===== src/rtl/irq_pkg.sv =====
package irq_pkg;
    localparam int NUM_LINES  = 16;
    localparam int LINE_BASE  = 16;
    localparam int NMI_VEC    = 1;
    localparam int VEC_W      = $clog2(LINE_BASE + NUM_LINES);
    localparam int REG_W      = 16;
    localparam logic [NUM_LINES-1:0] RSVD_LINES = 16'h8089;

    typedef logic [VEC_W-1:0] vec_t;

    typedef struct packed {
        logic prev;
        logic latch;
    } nmi_state_t;
endpackage


===== src/rtl/irq_nmi_edge.sv =====
module irq_nmi_edge (
    input  logic clk,
    input  logic rst_n,
    input  logic nmi_n_i,
    input  logic clr_i,
    output logic latch_o
);
    import irq_pkg::*;

    nmi_state_t s_d, s_q;
    logic       fall;

    always_comb begin
        s_d       = s_q;
        fall      = s_q.prev & ~nmi_n_i;
        s_d.prev  = nmi_n_i;
        // a new edge in the clearing cycle keeps the latch set
        s_d.latch = fall | (s_q.latch & ~clr_i);
    end

    always_ff @(posedge clk or negedge rst_n) begin
        if (!rst_n) begin
            s_q.prev  <= 1'b1;
            s_q.latch <= 1'b0;
        end else begin
            s_q <= s_d;
        end
    end

    assign latch_o = s_q.latch;

    assert_fall_sets_R1: assert property (@(posedge clk) disable iff (!rst_n)
        fall |=> latch_o);
    assert_no_spurious_R1: assert property (@(posedge clk) disable iff (!rst_n)
        (!fall && !latch_o) |=> !latch_o);
    assert_clear_R8: assert property (@(posedge clk) disable iff (!rst_n)
        (clr_i && !fall) |=> !latch_o);
endmodule


===== src/rtl/irq_mask_bank.sv =====
module irq_mask_bank #(
    parameter int N = irq_pkg::NUM_LINES,
    parameter logic [N-1:0] RSVD = irq_pkg::RSVD_LINES
) (
    input  logic         clk,
    input  logic         rst_n,
    input  logic         wr_i,
    input  logic [N-1:0] wdata_i,
    output logic [N-1:0] mask_o
);
    logic [N-1:0] mask_d, mask_q;

    for (genvar i = 0; i < N; i++) begin : g_bit
        if (RSVD[i]) begin : g_rsvd
            assign mask_d[i] = 1'b0;
        end else begin : g_live
            assign mask_d[i] = wr_i ? wdata_i[i] : mask_q[i];
        end
    end

    always_ff @(posedge clk or negedge rst_n) begin
        if (!rst_n) mask_q <= '0;
        else        mask_q <= mask_d;
    end

    assign mask_o = mask_q;

    assert_hold_R5: assert property (@(posedge clk) disable iff (!rst_n)
        !wr_i |=> $stable(mask_o));
endmodule


===== src/rtl/irq_prio_sel.sv =====
module irq_prio_sel #(
    parameter int N     = irq_pkg::NUM_LINES,
    parameter int BASE  = irq_pkg::LINE_BASE,
    parameter int VEC_W = irq_pkg::VEC_W
) (
    input  logic [N-1:0]     req_i,
    output logic             valid_o,
    output logic [VEC_W-1:0] vec_o
);
    localparam int IDX_W = (N > 1) ? $clog2(N) : 1;

    logic [IDX_W-1:0] idx;

    always_comb begin
        idx = '0;
        // scan from the top so the lowest index is written last
        for (int i = N - 1; i >= 0; i--) begin
            if (req_i[i]) idx = IDX_W'(i);
        end
        valid_o = |req_i;
        vec_o   = VEC_W'(BASE) + VEC_W'(idx);
    end
endmodule


===== src/rtl/irq_vector_ctrl.sv =====
module irq_vector_ctrl #(
    parameter int N     = irq_pkg::NUM_LINES,
    parameter int BASE  = irq_pkg::LINE_BASE,
    parameter int NMIV  = irq_pkg::NMI_VEC,
    parameter int REG_W = irq_pkg::REG_W,
    parameter logic [N-1:0] RSVD = irq_pkg::RSVD_LINES
) (
    input  logic             clk,
    input  logic             rst_n,
    input  logic             nmi_n_i,
    input  logic [N-1:0]     irq_i,
    input  logic             gie_i,
    input  logic             ack_i,
    input  logic             reg_addr_i,
    input  logic             reg_wr_i,
    input  logic [REG_W-1:0] reg_wdata_i,
    output logic [REG_W-1:0] reg_rdata_o,
    output logic             pend_o
);
    localparam int VEC_W = $clog2(BASE + N);

    typedef struct packed {
        logic [VEC_W-1:0] vec;
    } ctl_state_t;

    ctl_state_t       st_d, st_q;
    logic             nmi_latch;
    logic             nmi_clr;
    logic [N-1:0]     mask;
    logic [N-1:0]     qual;
    logic             mi_valid;
    logic [VEC_W-1:0] mi_vec;
    logic [VEC_W-1:0] sel_vec;

    irq_nmi_edge u_nmi (
        .clk     (clk),
        .rst_n   (rst_n),
        .nmi_n_i (nmi_n_i),
        .clr_i   (nmi_clr),
        .latch_o (nmi_latch)
    );

    irq_mask_bank #(.N(N), .RSVD(RSVD)) u_mask (
        .clk     (clk),
        .rst_n   (rst_n),
        .wr_i    (reg_wr_i && !reg_addr_i),
        .wdata_i (reg_wdata_i[N-1:0]),
        .mask_o  (mask)
    );

    irq_prio_sel #(.N(N), .BASE(BASE), .VEC_W(VEC_W)) u_prio (
        .req_i   (qual),
        .valid_o (mi_valid),
        .vec_o   (mi_vec)
    );

    always_comb begin
        qual    = irq_i & mask & {N{gie_i}};
        sel_vec = nmi_latch ? VEC_W'(NMIV) : (mi_valid ? mi_vec : '0);
        nmi_clr = ack_i & nmi_latch;
        pend_o  = nmi_latch | mi_valid;
        st_d    = st_q;
        if (ack_i) st_d.vec = sel_vec;
        reg_rdata_o = reg_addr_i ? REG_W'(st_q.vec) : REG_W'(mask);
    end

    always_ff @(posedge clk or negedge rst_n) begin
        if (!rst_n) st_q <= '0;
        else        st_q <= st_d;
    end

    assert_nmi_wins_R2: assert property (@(posedge clk) disable iff (!rst_n)
        (nmi_latch && ack_i) |=> (st_q.vec == VEC_W'(NMIV)));
    assert_nmi_pend_R2: assert property (@(posedge clk) disable iff (!rst_n)
        nmi_latch |-> pend_o);
    assert_no_reserved_vec_R5: assert property (@(posedge clk) disable iff (!rst_n)
        ack_i |=> (st_q.vec == '0 || st_q.vec == VEC_W'(NMIV) ||
                   (st_q.vec >= VEC_W'(BASE) && !RSVD[st_q.vec - VEC_W'(BASE)])));
    assert_gie_gate_R6: assert property (@(posedge clk) disable iff (!rst_n)
        (!gie_i && !nmi_latch) |-> !pend_o);
    assert_vec_hold_R7: assert property (@(posedge clk) disable iff (!rst_n)
        !ack_i |=> $stable(st_q.vec));
endmodule


===== config.mk =====
export PLATFORM = sky130hd
export DESIGN_NAME = irq_vector_ctrl
export DESIGN_NICKNAME = d
export VERILOG_FILES = /design/src/rtl/irq_pkg.sv /design/src/rtl/irq_nmi_edge.sv /design/src/rtl/irq_mask_bank.sv /design/src/rtl/irq_prio_sel.sv /design/src/rtl/irq_vector_ctrl.sv
export SDC_FILE = /design/constraint.sdc
export NUM_CORES = 1
export LEC_CHECK = 0
export CAP_MARGIN = 30
export CORE_UTILIZATION = 60
export CTS_CLUSTER_DIAMETER = 30
export CTS_CLUSTER_SIZE = 25
export DETAILED_ROUTE_END_ITERATION = 10
export DONT_BUFFER_PORTS = 1
export PLACE_DENSITY_LB_ADDON = 0.08
export SLEW_MARGIN = 15
export SYNTH_ARGS = -nofsm -noshare
export SYNTH_HDL_FRONTEND = slang
export SYNTH_SLANG_ARGS = --single-unit

===== constraint.sdc =====
create_clock -name clk -period 2.15 [get_ports clk]
set_clock_uncertainty 0.1 [all_clocks]
set_input_delay 0.645 -clock clk [delete_from_list [all_inputs] [get_ports clk]]
set_output_delay 0.645 -clock clk [all_outputs]
set_load 0.03 [all_outputs]

== Word-level counts from Yosys, hierarchy flattened ==
Index checks and enable logic that the tools add are counted.

* Bits of input ports: 39
* Flip-flop bits (word level): 19

* Multiplexer cells: 19
* Bitwise operators: 9
* Reductions and logical operators: 3
* $add $sub $neg: 1

{| class="wikitable"
|+ Operators by type and width
! cell !! number
|-
| $mux W4 || 16
|-
| $and A16 B15 Y16 || 1
|-
| $and A16 B16 Y16 || 1
|-
| $reduce_or A16 Y1 || 1
|-
| $mux W15 || 1
|-
| $mux W5 || 2
|-
| $add A5 B4 Y5 const A || 1
|-
| $and A1 B1 Y1 || 3
|-
| $not A1 Y1 || 2
|-
| $or A1 B1 Y1 || 2
|-
| $logic_and A1 B1 Y1 || 1
|-
| $logic_not A1 Y1 || 1
|}

== Longest topological paths before layout ==
* Depth in word-level cells: 21
* Depth in mapped cells: 5
* Gate-level depth less buffers: 5

== By module ==
A second synthesis with hierarchy kept.

* Cell total of the unflattened synthesis: 131
* Area total of the unflattened synthesis: 1275.0 µm²

{| class="wikitable"
|+ By module, submodules not included
! module !! instances !! sequential area each (µm²) !! area an instance (µm²) !! cells each
|-
| irq_mask_bank || 1 || 300.3 || 518.0 || 30
|-
| irq_vector_ctrl || 1 || 125.1 || 498.0 || 60
|-
| irq_prio_sel || 1 || 0.0 || 187.7 || 36
|-
| irq_nmi_edge || 1 || 51.3 || 71.3 || 5
|}

== Worst setup path before layout ==
Ideal clock, no wire load.

* Path kind: input port to output port
* Start point: input port irq_i[12]
* End point: output port pend_o
* Arrival: 1.596 ns
* Buffers on the path: 0
* Setup slack: -0.191 ns
* Stages on the path: 5
* Path through: a22o_1 -> a21oi_2 -> nand4_2 -> a2111oi_4 -> o21ai_1

* Cells in the longest elaborated chain, start to end: 4

{| class="wikitable"
|+ RTL lines
! item !! line !! source
|-
| from (decl) || irq_vector_ctrl.sv:11 || <nowiki>input logic [N-1:0] irq_i,</nowiki>
|-
| $and A16 B15 Y16 || irq_vector_ctrl.sv:58 || <nowiki>qual = irq_i & mask & {N{gie_i}};</nowiki>
|-
| $and A16 B16 Y16 || irq_vector_ctrl.sv:58 ||
|-
| $reduce_or A16 Y1 || irq_prio_sel.sv:20 || <nowiki>valid_o = |req_i;</nowiki>
|-
| $or A1 B1 Y1 || irq_vector_ctrl.sv:61 || <nowiki>pend_o = nmi_latch | mi_valid;</nowiki>
|-
| to (decl) || irq_vector_ctrl.sv:18 || <nowiki>output logic pend_o</nowiki>
|}

No other way between the ends.

== Worst setup path in the final report ==
* Start point: register u_mask.mask_q[13] (netlist: u_mask.mask_o[13])
* End point: output port pend_o

* Cells in the longest elaborated chain, start to end: 4

{| class="wikitable"
|+ RTL lines
! item !! line !! source
|-
| from (decl) || irq_mask_bank.sv:11 || <nowiki>logic [N-1:0] mask_d, mask_q;</nowiki>
|-
| from (signal assigned) || irq_mask_bank.sv:23 || <nowiki>else mask_q <= mask_d;</nowiki>
|-
| $and A16 B15 Y16 || irq_vector_ctrl.sv:58 ||
|-
| $and A16 B16 Y16 || irq_vector_ctrl.sv:58 ||
|-
| $reduce_or A16 Y1 || irq_prio_sel.sv:20 ||
|-
| $or A1 B1 Y1 || irq_vector_ctrl.sv:61 ||
|}

No other way between the ends.

==> results.ini <==
[die]
ioPinCount = 56
fp.dieH_um = 43.71
die_w_um = 43.71
start_util_pct = 66.93
rows = 14
fp.dieArea_mm2 = 0.001910
fp.coreArea_mm2 = 0.001559

[final_layout]
synthToLayoutAreaGrowth_pct = 16.79
drive_gt1_share_pct = 33.62
final_cell_mix = dfrtp_1, buf_4, mux2_2, nand2_1, nor2b_1
final_nets = 156
final_util_pct = 78.17
diodes = 0
final_common_cell = dfrtp_1

[sta]
timing_hold_violations_final = 0
finalWorstSetupSlack_ns = -0.3206
worstMarginPinSlew_ns = 0.7978
rsz0062_at_grt = true
fmax_mhz = 404.8
relSlewSlack_pct = 46.64
fin_crit_sh_pct = 114.9
period_needed_ns = 2.471
setup_violations = 1
hold_slack_ns = 0.07441
drv_slew = 0

[route]
antenna_left = 0
drt-total-wl_um = 2379
drtIter0Drc = 16
dr.pass1.iters = 7
routedWlPerCell_um = 18.02
drt-vias-per-instance = 6.212
drc_errors = 1
via_count = 820

[hold_path]
hold_path.class = primary input to async pin

[synthesis]
ys_seq_area_share_pct = 45.68
synth_edf_count = 0
synth_cells = 97
synth.top_cell.area_share_pct = 43.17
ys_async_sr_fraction_pct = 100.0
syn_area_per_cell_um2 = 10.76
ys_ff_latch = 19
syn_area_mm2 = 0.001044
yosys_warnings = 0
synthTopCellsByArea = dfrtp_1, mux2_2, nor2b_1
synthDistinctLibCells = 33
synth_top_area_cell = dfrtp_1
ys.flop_type = dfrtp_1

[worst_setup_path]
cp-startpoint = u_mask.mask_o[13]$_DFFE_PN0P_
r2r_start = u_mask.mask_o[13]$_DFFE_PN0P_
critPathRequiredTime_ns = 1.40
crit_fanout = 4
startpoint_type = flip-flop
critPathKind = flip-flop to output pin
r2r_cells = 6
reg2reg_slack_ns = 0.41
worstReg2RegEnd = st_q[4]$_DFFE_PN0P_
end_kind = output pin
arrival_ns = 1.73

[clocking]
numCtsBuffers = 3
ctsRootBufferMaster = clkbuf_4
cts_tree = yes
h-tree-depth = 1
clk_pin_slew_ns = 0.10
cts_resized = 0
clk_path_buf_depth = 2
cts.sinks = 19
clock_latency_ns = 0.30
post-cts-setup-buffers = 0

[global_route]
grt_pass1_vias = 886
grt_max_degree = 19
grt_usage_pct = 28.96
grt_pass1_wl_um = 3981
grt.overflow.total = 0
antenna_found_initial = 0

[placed_design]
io_buffers = 0
dp_slack_ns = -0.2288
routabilityCongestion = 0.8184
hpwl_um = 1810

[power]
powerDensity_mw_per_mm2 = 756.3
vdd_drop_max_uv = 529.4
p_leak_nw = 0.5401

[job]
drv_cap = 0

[status]
failed_checks = DRC, setup timing
status = finished, violations left

==> where the power goes <==
part / total [W] / leakage (nW) / switching [W] / internal [W]
logic: 0.000295 / 0.297 / 0.000163 / 0.000132
registers: 0.000446 / 0.228 / 0.0000416 / 0.000404
clock network: 0.000181 / 0.0150 / 0.000109 / 0.0000724
total: 0.000922 / 0.540 / 0.000313 / 0.000608
==> repair_timing <==
item	4_1_cts	5_1_grt
setup endpoints to repair	1	1
hold buffers	1	0
hold endpoints to repair	18	0
==> through the flow <==
stage	TNS [ns]	std cells	instance area [um^2]	total power, W
after floorplan	-0.1321	98	1059	0.0006548
after global placement	-0.1817	127	1182	0.0007254
after detailed placement	-0.2288	127	1182	0.0007375
after CTS	-0.3235	132	1219	0.0009272
after global routing	-0.4397	132	1219	0.0009635
final	-0.3206	132	1219	0.0009217
==> sequential cells by signal, indices dropped and copies added, names as in the netlist <==
register and flops:
st_q 5, u_nmi.latch_o 1, u_mask.mask_o 12, u_nmi.s_q 1
==> critical path, cell delays in order (launching register included) <==
cell and delay (ns):
dfrtp_1 0.42, a22o_1 0.24, a21oi_2 0.16, nand4_2 0.14, a2111oi_4 0.32, o21ai_4 0.15
==> logic make-up (layout without fill, tap and decap cells) <==
family / count (synthesis) / after routing / synth area share [%]
flip-flops: 19 / 19 / 45.68
AO/OA/AOI/OAI: 24 / 24 / 19.07
buffers and inverters: 8 / 26 / 3.715
AND/OR/NAND/NOR: 30 / 30 / 14.99
multiplexers: 15 / 15 / 16.19
other: 1 / 2 / 0.3594
==> metal layers <==
| metal | wire length, um | GRT usage [%] | vias up |
|---|---|---|---|
| li1 | - | - | 388 |
| met1 | 924 | 36.07 | 389 |
| met2 | 1241 | 47.76 | 37 |
| met3 | 145 | 4.583 | 6 |
| met4 | 67 | 16.25 | 0 |
| met5 | 0 | 0 | - |
==> cells in the mapped netlist, types with 2 or more instances <==
cell	count
a21o_1	2
dfrtp_1	18
nand2_1	14
and2_1	3
a21oi_1	3
nand3_1	2
o2bb2ai_1	2
buf_4	2
inv_1	4
nor2b_1	10
mux2_2	14
a22o_1	2
==> worst max-delay path by stage <==
stage,endpoint,slack (ns),cells after the start
after CTS,pend_o,-0.32,5
after global placement,pend_o,-0.18,5
after floorplan,pend_o,-0.13,5
after detailed placement,pend_o,-0.23,5
after global routing,pend_o,-0.44,5
final,pend_o,-0.32,5
==> layout make-up <==
class	count	area, um^2
Sequential cell	19	476.7
Tap cell	16	20.02
Inverter	4	15.01
Clock buffer	4	26.28
Fill cell	119	340.3
Timing Repair Buffer	18	137.6
Multi-Input combinational cell	71	543.0
No activity file was read; power rests on OpenSTA's default activity.
